`src/rtl/stp_pkg.sv`:
```
package stp_pkg;

    typedef enum logic [1:0] {
        TM_31K = 2'd0,
        TM_47K = 2'd1,
        TM_63K = 2'd2,
        TM_95K = 2'd3
    } timing_e;

    typedef enum logic [1:0] {
        PAT_GRID   = 2'd0,
        PAT_GRID_N = 2'd1,
        PAT_WHITE  = 2'd2,
        PAT_BLACK  = 2'd3
    } pattern_e;

    localparam int unsigned GRID_LOG2 = 4;

    function automatic int unsigned rdiv(input int unsigned num, input int unsigned den);
        return (2 * num + den) / (2 * den);
    endfunction

    function automatic int unsigned line_rate(input int unsigned code);
        case (code)
            0:       return 31750;
            1:       return 47600;
            2:       return 63500;
            default: return 95200;
        endcase
    endfunction

    function automatic int unsigned frame_rate(input int unsigned code);
        return (code == 3) ? 72 : 60;
    endfunction

    function automatic int unsigned line_clocks(input int unsigned clk_hz, input int unsigned code);
        return rdiv(clk_hz, line_rate(code));
    endfunction

    function automatic int unsigned frame_lines(input int unsigned code);
        return rdiv(line_rate(code), frame_rate(code));
    endfunction

    function automatic int unsigned pulse_len(input int unsigned period);
        int unsigned w;
        w = rdiv(period * 8, 100);
        return (w == 0) ? 1 : w;
    endfunction

endpackage

```
`src/rtl/stp_mode_ctrl.sv`:
```
module stp_mode_ctrl
    import stp_pkg::*;
(
    input  logic     clk,
    input  logic     rst_n,
    input  logic     en,
    input  logic     frame_end,
    input  timing_e  tmode_in,
    input  pattern_e pmode_in,
    output logic     run,
    output timing_e  tmode_act,
    output pattern_e pmode_act
);

    typedef struct packed {
        logic     run;
        timing_e  tm;
        pattern_e pt;
    } ctrl_t;

    ctrl_t st_d, st_q;

    always_comb begin
        st_d     = st_q;
        st_d.run = en;
        if (en && (!st_q.run || frame_end)) begin
            st_d.tm = tmode_in;
            st_d.pt = pmode_in;
        end
    end

    always_ff @(posedge clk or negedge rst_n) begin
        if (!rst_n) begin
            st_q <= '{run: 1'b0, tm: TM_31K, pt: PAT_GRID};
        end else begin
            st_q <= st_d;
        end
    end

    assign run       = st_q.run;
    assign tmode_act = st_q.tm;
    assign pmode_act = st_q.pt;


    mode_hold_chk: assert property (@(posedge clk) disable iff (!rst_n)
        (st_q.run && $past(st_q.run) && $past(en) && !$past(frame_end))
        |-> ($stable(st_q.tm) && $stable(st_q.pt)));

endmodule

```
`src/rtl/stp_count.sv`:
```
module stp_count #(
    parameter int unsigned W = 11
) (
    input  logic         clk,
    input  logic         rst_n,
    input  logic         go,
    input  logic         step,
    input  logic [W-1:0] last,
    output logic [W-1:0] value,
    output logic         wrap
);

    typedef struct packed {
        logic [W-1:0] cnt;
    } cnt_t;

    cnt_t st_d, st_q;

    assign wrap = go && step && (st_q.cnt == last);

    always_comb begin
        st_d = st_q;
        if (!go) begin
            st_d.cnt = '0;
        end else if (step) begin
            st_d.cnt = (st_q.cnt == last) ? '0 : st_q.cnt + W'(1);
        end
    end

    always_ff @(posedge clk or negedge rst_n) begin
        if (!rst_n) begin
            st_q <= '{cnt: '0};
        end else begin
            st_q <= st_d;
        end
    end

    assign value = st_q.cnt;


    held_zero_chk: assert property (@(posedge clk) disable iff (!rst_n)
        !go |=> (value == '0));


    cnt_bound_chk: assert property (@(posedge clk) disable iff (!rst_n)
        value <= last);

endmodule

```
`src/rtl/stp_video.sv`:
```
module stp_video
    import stp_pkg::*;
#(
    parameter int unsigned HW = 11,
    parameter int unsigned VW = 11
) (
    input  logic          run,
    input  logic          blank,
    input  pattern_e      pat,
    input  logic [HW-1:0] hpos,
    input  logic [VW-1:0] vpos,
    output logic          video
);

    logic grid;
    logic level;

    assign grid = (hpos[GRID_LOG2-1:0] == '0) || (vpos[GRID_LOG2-1:0] == '0);

    always_comb begin
        case (pat)
            PAT_GRID:   level = grid;
            PAT_GRID_N: level = !grid;
            PAT_WHITE:  level = 1'b1;
            default:    level = 1'b0;
        endcase
    end

    assign video = run && !blank && level;

endmodule

```
`src/rtl/stp_gen.sv`:
```
module stp_gen
    import stp_pkg::*;
#(
    parameter int unsigned CLK_HZ = 50_000_000
) (
    input  logic       clk,
    input  logic       rst_n,
    input  logic       en,
    input  logic [1:0] tmode,
    input  logic [1:0] pmode,
    output logic       hsync,
    output logic       vsync,
    output logic       video
);

    localparam int unsigned NMODES = 4;
    localparam int unsigned HMAX   = line_clocks(CLK_HZ, 0);
    localparam int unsigned VMAX   = frame_lines(3);
    localparam int unsigned HW     = $clog2(HMAX + 1);
    localparam int unsigned VW     = $clog2(VMAX + 1);

    logic          run;
    timing_e       tm_act;
    pattern_e      pt_act;
    logic [HW-1:0] hcnt;
    logic [VW-1:0] vcnt;
    logic          h_wrap;
    logic          v_wrap;
    logic          go;
    logic          frame_end;

    logic [HW-1:0] h_last [NMODES];
    logic [HW-1:0] h_width[NMODES];
    logic [VW-1:0] v_last [NMODES];
    logic [VW-1:0] v_width[NMODES];

    for (genvar g = 0; g < NMODES; g++) begin : g_mode
        assign h_last[g]  = HW'(line_clocks(CLK_HZ, g) - 1);
        assign h_width[g] = HW'(pulse_len(line_clocks(CLK_HZ, g)));
        assign v_last[g]  = VW'(frame_lines(g) - 1);
        assign v_width[g] = VW'(pulse_len(frame_lines(g)));
    end

    logic [HW-1:0] h_last_sel;
    logic [HW-1:0] h_width_sel;
    logic [VW-1:0] v_last_sel;
    logic [VW-1:0] v_width_sel;

    assign h_last_sel  = h_last[tm_act];
    assign h_width_sel = h_width[tm_act];
    assign v_last_sel  = v_last[tm_act];
    assign v_width_sel = v_width[tm_act];

    assign go        = en && run;
    assign frame_end = h_wrap && v_wrap;

    stp_mode_ctrl u_ctrl (
        .clk       (clk),
        .rst_n     (rst_n),
        .en        (en),
        .frame_end (frame_end),
        .tmode_in  (timing_e'(tmode)),
        .pmode_in  (pattern_e'(pmode)),
        .run       (run),
        .tmode_act (tm_act),
        .pmode_act (pt_act)
    );

    stp_count #(.W(HW)) u_hcnt (
        .clk   (clk),
        .rst_n (rst_n),
        .go    (go),
        .step  (1'b1),
        .last  (h_last_sel),
        .value (hcnt),
        .wrap  (h_wrap)
    );

    stp_count #(.W(VW)) u_vcnt (
        .clk   (clk),
        .rst_n (rst_n),
        .go    (go),
        .step  (h_wrap),
        .last  (v_last_sel),
        .value (vcnt),
        .wrap  (v_wrap)
    );

    assign hsync = run && (hcnt < h_width_sel);
    assign vsync = run && (vcnt < v_width_sel);

    stp_video #(.HW(HW), .VW(VW)) u_video (
        .run   (run),
        .blank (hsync || vsync),
        .pat   (pt_act),
        .hpos  (hcnt),
        .vpos  (vcnt),
        .video (video)
    );


    off_quiet_chk: assert property (@(posedge clk) disable iff (!rst_n)
        !run |-> (!hsync && !vsync && !video));


    sync_blank_chk: assert property (@(posedge clk) disable iff (!rst_n)
        (hsync || vsync) |-> !video);


    hsync_start_chk: assert property (@(posedge clk) disable iff (!rst_n)
        $rose(hsync) |-> (hcnt == '0));


    hsync_width_chk: assert property (@(posedge clk) disable iff (!rst_n)
        ($fell(hsync) && run) |-> (hcnt == h_width_sel));

endmodule

```
`config.mk`:
```
export PLATFORM = sky130hd
export DESIGN_NAME = stp_gen
export DESIGN_NICKNAME = d
export VERILOG_FILES = /design/src/rtl/stp_pkg.sv /design/src/rtl/stp_mode_ctrl.sv /design/src/rtl/stp_count.sv /design/src/rtl/stp_video.sv /design/src/rtl/stp_gen.sv
export SDC_FILE = /design/constraint.sdc
export NUM_CORES = 1
export LEC_CHECK = 0
export BUFFER_PORTS_ARGS = -buffer_cell sky130_fd_sc_hd__clkbuf_2
export CAP_MARGIN = 20
export CORE_MARGIN = 2
export CORE_UTILIZATION = 44
export CTS_BUF_LIST = sky130_fd_sc_hd__clkbuf_8
export DETAILED_ROUTE_END_ITERATION = 10
export HOLD_SLACK_MARGIN = 0.08
export SLEW_MARGIN = 20
export SYNTH_ARGS = -nofsm -noshare
export SYNTH_HDL_FRONTEND = slang
export SYNTH_SLANG_ARGS = --single-unit
```
`constraint.sdc`:
```
create_clock -name clk -period 6.48 [get_ports clk]
set_clock_uncertainty 0.1 [all_clocks]
set_input_delay 0.972 -clock clk [delete_from_list [all_inputs] [get_ports clk]]
set_output_delay 0.972 -clock clk [all_outputs]
set_load 0.02 [all_outputs]
```
==> results of run 1 <==
## cells by family (layout without fill, tap and decap cells)
| logic type | after synthesis | count (layout) |
|---|---|---|
| flip-flops | 27 | 27 |
| AO/OA/AOI/OAI | 54 | 54 |
| adder cells (fa/ha/maj) | 15 | 15 |
| XOR/XNOR | 17 | 17 |
| AND/OR/NAND/NOR | 98 | 98 |
| buffers and inverters | 26 | 26 |
## per-stage QoR
stage                     cell area, sq um  utilization (%)  setup slack [ps]  cells
after floorplan                       2090                -              3200    237
after global placement                2130             45.7              3340    286
after detailed placement              2130             45.7              3280    286
after CTS                             2170             46.7              2960    290
after global routing                  2190             46.9              2670    291
final                                 2190             46.9              2970    291
## metal layers
metal | track usage (%) | share of wire, % | vias to the layer above
met5 | 0 | 0 | -
met4 | 4.32 | 0.41 | 0
met3 | 1.66 | 3.3 | 2
met2 | 28.0 | 42 | 36
met1 | 30.4 | 54 | 812
li1 | - | - | 868
## layout make-up
cell class | instances | area (sq um) | share of cell area (%)
Clock buffer | 3 | 41.3 | 1.89
Clock inverter | 1 | 5.00 | 0.229
Inverter | 12 | 45.0 | 2.06
Multi-Input combinational cell | 184 | 1290 | 59.2
Sequential cell | 27 | 676 | 30.9
Tap cell | 54 | 67.6 | 3.09
Timing Repair Buffer | 10 | 56.3 | 2.58
## final timing paths
kind                                                     to  depth (start not counted)
worst max-delay path                                  video                          9
worst min register to register   u_hcnt.value[10]$_DFF_PN0_                          2
min in group asynchronous       u_vcnt.value[8]$_DFFE_PN0P_                          1
max in group asynchronous         u_hcnt.value[4]$_DFF_PN0_                          1
worst min-delay path             u_hcnt.value[10]$_DFF_PN0_                          2
worst max register to register    u_hcnt.value[4]$_DFF_PN0_                          8
## power breakdown
| part | switching (mW) | internal (mW) |
|---|---|---|
| Clock | 0.0539 | 0.0431 |
| Combinational | 0.0320 | 0.0203 |
| Sequential | 0.00723 | 0.171 |
## worst reg2reg max path: cells and delay by family (launching register included)
kind                       cells  cell delay, ps
xor gates and xnor gates       1             180
AOI/OAI and AO/OA              1             280
and+or+nand+nor                3             900
buffers and inverters          2             380
DFF                            1             540
adders and majority gates      1             310
## sequential cells by signal, summed over array words and instances, names as in the netlist
signal,cells
u_ctrl.run,1
u_ctrl.tmode_act,2
u_ctrl.pmode_act,2
u_vcnt.value,11
u_hcnt.value,11
## placed cells by master (no fill, tap or decap), types with 2 or more instances in the layout
master / instances
xor2_1: 11
o211ai_1: 5
ha_1: 15
o22ai_1: 3
o21ai_0: 5
clkbuf_8: 3
or3_1: 3
a221oi_1: 5
nor2_1: 19
o21ai_1: 5
a31oi_1: 2
nand2_1: 19
nand4_1: 8
inv_1: 12
clkbuf_2: 9
dfrtp_1: 27
a32o_1: 8
nor4_1: 4
a21boi_0: 2
xnor2_1: 6
nor2b_1: 3
nor3b_1: 6
nor3_1: 4
and2_1: 2
and4_1: 2
nand2b_1: 3
a311oi_1: 2
a21oi_1: 9
and3_1: 3
nand3_1: 10
==> run summary, run 1 <==
Max IR drop VDD: 0.0956 mV
Data required, critical path: 5410 ps
Synth Area in Adders: 8.97%
Worst-path clk slew: 90 ps
Largest net degree at the start of global routing: 28
RR Startpoint: u_ctrl.tmode_act[0]$_DFFE_PN0P_
IO Pins: 10
Worst-margin pin slew: 687 ps
PD cells: 150 nW/um^2
Synth top cells by count: dfrtp_1, nand2_1, nor2_1, ha_1, inv_1
Placeable Area: 4660 sq um
Global-route wire length before repair: 8110 um
Arrival @ worst endpoint: 2440 ps
Peak Freq: 285 MHz
Count leader, synth: dfrtp_1
Post-CTS Resized: 0
Worst Setup End Kind: primary output
# hold bufs at CTS: 0
Critical path buffers and inverters: 3
EDFF count, synth: 0
Hold slack: 494 ps
Vias/cell: 5.90
# fillers: 464
Max-slew violation count: 0
H-tree depth: 1
Vias in the first global route: 1636
Post-synthesis mux area share: 0%
Most used DFF post-synth: dfrtp_1
Drt drc: 0
Post-Syn Nets: 259
Full die area: 5330 sq um
Simple-gate share of the synthesized area: 26.5%
Synth area leader: dfrtp_1
Layout cells sized above 1: 9.28%
Fraction of registers with async set/reset: 100%
Synth top area cells: dfrtp_1, ha_1, xor2_1
Starting DRT DRC Count: 98
Slew HR: 54.2%
Post-Syn Instances: 237
Status: finished, final reports clean
Post-CTS Setup Repair Bufs: 0
Post-synthesis compound-gate area fraction: 19.2%
Final ANT Viol Nets: 0
Crit path kind: flop to primary output
Clock Tree Buf Depth: 2
RSZ-0062 raised after global routing: no
Initial antenna violation count: 0
HPWL Detailed: 3330 um
Area Overhead vs Synth: 4.42%
Critical Path, Cell by Cell: inv_1, ha_1, inv_1, ha_1, o21ai_0, nor3_1, a21oi_1, nor3_1, clkbuf_2
Final worst path period need: 3510 ps
CTS sink count: 27
CTS root buffer: clkbuf_8
R2R setup slack: 3670 ps
Worst min path class: flop to flop
CP delay by family, top: adder cells
Rows: 25
Power, Total: 328 uW
Fin crit share: 54.2%
Clock Latency Late Sink: 270 ps
Slowest cell delay on critical path: 570 ps
Critical Path Start Type: flop
CTS tree: done
Grt total ovfl: 0
Synthesized area: 2090 sq um
Die W: 73.0 um
Slowest CP cell: dfrtp_1
Setup violations, final: 0
Gp weighted congestion: 0.781
Hold_sp: u_hcnt.value[10]$_DFF_PN0_
Synth Warn #: 0
Final net count: 260
Initial Util: 44.9%
Pleak: 0.864 nW
Yosys top cell area share: 32.3%
Via count: 1718
Synth Area in XOR/XNOR: 7.11%
Die span in y: 73.0 um
Max-cap violations: 0
1st-pass router iterations: 4
Global Route Usage Sum: 19.1%
Critical path startpoint: u_ctrl.tmode_act[1]$_DFFE_PN0P_
Total CTS buffers: 3
Post-Route WL: 4650 um
Wire per inst: 16.0 um
Synth Area per Inst: 8.83 sq um
I/O Buffers: 9
Synth Register Bits: 27
Max FO, Critical Path: 11
Largest family of logic cells by synthesized area: simple AND/OR/NAND/NOR gates
Sequential area share after synthesis: 32.3%
Final-report hold violation count: 0
TNS Setup: 0 ps
Ant diodes: 0
Post-synthesis cell type count: 52
(Power assumes the default switching activity.)
==> run 2: changes to the inputs <==
clock period = 3.55 ns   (was 6.48 ns; I/O delays follow)
==> run summary, run 2 (synthesis gave the netlist of run 1 again) <==
Status: finished, final reports clean
Drt drc: 0
Commonest non-fill, non-tap cell in the layout: dfrtp_1
Fin crit share: 87.1%
TNS Setup: 0 ps
PD cells: 275 nW/um^2
Total CTS buffers: 3
RR Startpoint: u_ctrl.tmode_act[1]$_DFFE_PN0P_
Final ANT Viol Nets: 0
Final-report hold violation count: 0
H-tree depth: 1
Wire per inst: 16.5 um
Die W: 73.0 um
Placeable Area: 4660 sq um
Slew HR: 53.8%
HPWL Detailed: 3380 um
Peak Freq: 323 MHz
Max-slew violation count: 0
Max IR drop VDD: 0.127 mV
Met2 Use GR: 27.3%
I/O Buffers: 9
Ant diodes: 0
Vias in the first global route: 1584
# fillers: 468
Critical Path Start Type: flop
Clock Latency Late Sink: 280 ps
CTS root buffer: clkbuf_8
Full die area: 5330 sq um
Final worst path period need: 3090 ps
Final net count: 260
Post-CTS Setup Repair Bufs: 0
Post-CTS Resized: 0
CTS sink count: 27
Largest registers: u_hcnt.value x11, u_vcnt.value x11
Grt total ovfl: 0
Pleak: 0.865 nW
Hold slack: 172 ps
Vias/cell: 6.10
Data required, critical path: 2920 ps
Global Route Usage Sum: 19.2%
Layout cells sized above 1: 8.86%
Max-cap violations: 0
CTS tree: done
Via count: 1776
Starting DRT DRC Count: 84
RSZ-0062 raised after global routing: no
Area Overhead vs Synth: 4.18%
Global-route track usage on met3: 1.66%
Rows: 25
Commonest non-fill, non-tap cells in the layout: dfrtp_1, nor2_1, nand2_1, ha_1, inv_1
Clock Tree Buf Depth: 2
Gr busiest metal: met1
Worst min path class: input pin to async pin
Worst-path clk slew: 100 ps
Global-route wire length before repair: 7980 um
Largest net degree at the start of global routing: 28
Met1 usage: 31.0%
Worst-margin pin slew: 693 ps
Arrival @ worst endpoint: 2460 ps
1st-pass router iterations: 4
# hold bufs at CTS: 0
Post-Route WL: 4800 um
Critical path startpoint: u_ctrl.tmode_act[1]$_DFFE_PN0P_
Initial antenna violation count: 0
Initial Util: 44.9%
Power, Total: 600 uW
Crit path kind: flop to primary output
Max FO, Critical Path: 11
Gp weighted congestion: 0.769
Die span in y: 73.0 um
Worst reg-to-reg path cell count: 8
Worst Setup End Kind: primary output
IO Pins: 10
Setup violations, final: 0
==> run 2: cell types whose count changed in the layout (fill, tap and decap cells not counted), sizes merged <==
cell / change
inv: +1
clkinv: -1
==> run 2: report_power, final <==
group	switching, mW	internal (mW)	leakage (nW)
clock	0.101	0.0778	0.0269
combinational	0.0585	0.0370	0.481
sequential	0.0135	0.313	0.357
total	0.173	0.427	0.865
==> run 2: critical path: stages (launching register included) <==
cell      delay, ps
dfrtp_1         580
inv_1           160
ha_1            360
inv_1            70
ha_1            290
o21ai_0          80
nor3_1          140
a21oi_1         110
nor3_1          180
clkbuf_2        200
==> run 2: path summary, 6_finish.rpt <==
path                            slack (ps)                      endpoint
worst max-delay path                   460                         video
max in group asynchronous             2720     u_hcnt.value[5]$_DFF_PN0_
min in group clk                       370          u_ctrl.run$_DFF_PN0_
worst min register to register         500    u_hcnt.value[10]$_DFF_PN0_
worst max register to register         650   u_vcnt.value[4]$_DFFE_PN0P_
worst min-delay path                   170  u_vcnt.value[10]$_DFFE_PN0P_
==> run 2: metal layers <==
metal	routed length, um	part of all wire [%]
met5	0	0
met4	46	0.96
met3	196	4.1
met1	2520	52
met2	2040	42
==> run 2: metrics by stage <==
stage | cell area [sq um] | utilization [%] | setup slack [ps] | instances
6_report | 2180 | 46.8 | 458 | 291
5_1_grt | 2180 | 46.8 | 283 | 291
4_1_cts | 2180 | 46.8 | 446 | 291
3_5_place_dp | 2140 | 45.8 | 701 | 287
3_3_place_gp | 2140 | 45.8 | 732 | 287
2_1_floorplan | 2090 | - | 713 | 237
==> run 2: layout make-up <==
class	count	area (sq um)	area share, %
Multi-Input combinational cell	184	1290	59.4
Sequential cell	27	676	31.0
Tap cell	54	67.6	3.10
Timing Repair Buffer	10	52.6	2.41
Inverter	12	45.0	2.07
Clock buffer	3	41.3	1.89
Clock inverter	1	3.75	0.172
==> run 3: changes to the inputs <==
CTS_BUF_LIST = sky130_fd_sc_hd__clkbuf_16   (was sky130_fd_sc_hd__clkbuf_8)
==> run summary, run 3 (synthesis gave the netlist of run 1 again) <==
Initial antenna violation count: 0
Initial Util: 44.9%
Worst-path clk slew: 70 ps
Max-cap violations: 0
Slew HR: 53.9%
H-tree depth: 1
Max FO, Critical Path: 11
Commonest non-fill, non-tap cell in the layout: dfrtp_1
Vias in the first global route: 1612
Drt drc: 0
Slowest cell delay on critical path: 570 ps
Via count: 1794
Crit path kind: flop to primary output
Wire per inst: 16.7 um
Worst min path class: input pin to async pin
Layout cells sized above 1: 8.86%
Data required, critical path: 2920 ps
Vias/cell: 6.16
CTS sink count: 27
CTS tree: done
Status: finished, final reports clean
IO Pins: 10
Total CTS buffers: 3
Post-CTS Resized: 0
Final ANT Viol Nets: 0
Area Overhead vs Synth: 5.80%
Rows: 25
Fin crit share: 87.5%
Setup violations, final: 0
# hold bufs at CTS: 0
Global Route Usage Sum: 19.7%
Die span in y: 73.0 um
Critical Path Start Type: flop
Fin util: 47.5%
Final-report hold violation count: 0
Worst Setup End Kind: primary output
Final worst path period need: 3110 ps
CTS root buffer: clkbuf_16
Final net count: 260
Worst-margin pin slew: 692 ps
Slowest CP cell: dfrtp_1
Pleak: 0.881 nW
TNS Setup: 0 ps
Worst reg-to-reg path cell count: 8
Largest net degree at the start of global routing: 28
I/O Buffers: 9
Max IR drop VDD: 0.152 mV
Post-Route WL: 4850 um
Ant diodes: 0
Commonest non-fill, non-tap cells in the layout: dfrtp_1, nor2_1, nand2_1, ha_1, inv_1
Starting DRT DRC Count: 89
Placeable Area: 4660 sq um
Global-route wire length before repair: 8090 um
Largest registers: u_hcnt.value x11, u_vcnt.value x11
Clock Tree Buf Depth: 2
Full die area: 5330 sq um
Die W: 73.0 um
Max-slew violation count: 0
Post-CTS Setup Repair Bufs: 0
Arrival @ worst endpoint: 2470 ps
Grt total ovfl: 0
Critical Path, Cell by Cell: inv_1, ha_1, inv_1, ha_1, o21ai_0, nor3_1, a21oi_1, nor3_1, clkbuf_2
Gp weighted congestion: 0.769
Clock Latency Late Sink: 270 ps
1st-pass router iterations: 4
HPWL Detailed: 3380 um
RSZ-0062 raised after global routing: no
PD cells: 308 nW/um^2
Peak Freq: 322 MHz
==> run 3: final timing paths <==
| kind | startpoint | endpoint | slack [ps] |
|---|---|---|---|
| hold / removal | rst_n | u_vcnt.value[10]$_DFFE_PN0P_ | 190 |
| setup / recovery | u_ctrl.tmode_act[1]$_DFFE_PN0P_ | video | 440 |
| min in group clk | en | u_ctrl.run$_DFF_PN0_ | 380 |
| hold reg to reg | u_hcnt.value[10]$_DFF_PN0_ | u_hcnt.value[10]$_DFF_PN0_ | 490 |
| setup reg to reg | u_ctrl.tmode_act[1]$_DFFE_PN0P_ | u_vcnt.value[4]$_DFFE_PN0P_ | 660 |
| max in group asynchronous | rst_n | u_hcnt.value[5]$_DFF_PN0_ | 2700 |
==> run 3: worst max-delay path, delay by kind of cell (launching register included) <==
| family | cells | cell delay, ps |
|---|---|---|
| adders and majority gates | 2 | 650 |
| DFF | 1 | 570 |
| and+or+nand+nor | 2 | 340 |
| buffers and inverters | 3 | 440 |
| AOI/OAI and AO/OA | 2 | 200 |
==> run 3: through the flow <==
stage	worst slack, ps	total power [mW]	cell area, sq um	hold slack [ps]	instances
2_1_floorplan	713	0.397	2090	137	237
3_3_place_gp	732	0.428	2140	470	287
3_5_place_dp	701	0.428	2140	474	287
4_1_cts	458	0.689	2210	228	291
5_1_grt	300	0.711	2210	264	291
6_report	444	0.682	2210	190	291
==> run 3: final cells by class <==
class | instances | area [sq um]
fill | 465 | 2450
multi-input combinational | 184 | 1290
sequential | 27 | 676
clock buffer | 3 | 75.1
tap | 54 | 67.6
timing repair buffer | 10 | 52.6
inverter | 12 | 45.0
clock inverter | 1 | 3.75
==> run 3: power breakdown <==
group	switching [mW]	total [mW]	leakage (nW)	internal, mW
clock	0.108	0.260	0.0423	0.151
combinational	0.0588	0.0958	0.481	0.0371
sequential	0.0135	0.326	0.357	0.313
==> run 3: layer usage <==
layer  global-route usage, %  vias to the layer above  routed length [um]
li1                        -                      867                   -
met2                    28.0                       36                2030
met5                       0                        -                   0
met1                    31.0                      886                2610
met3                    2.07                        5                 148
met4                    6.17                        0                  65
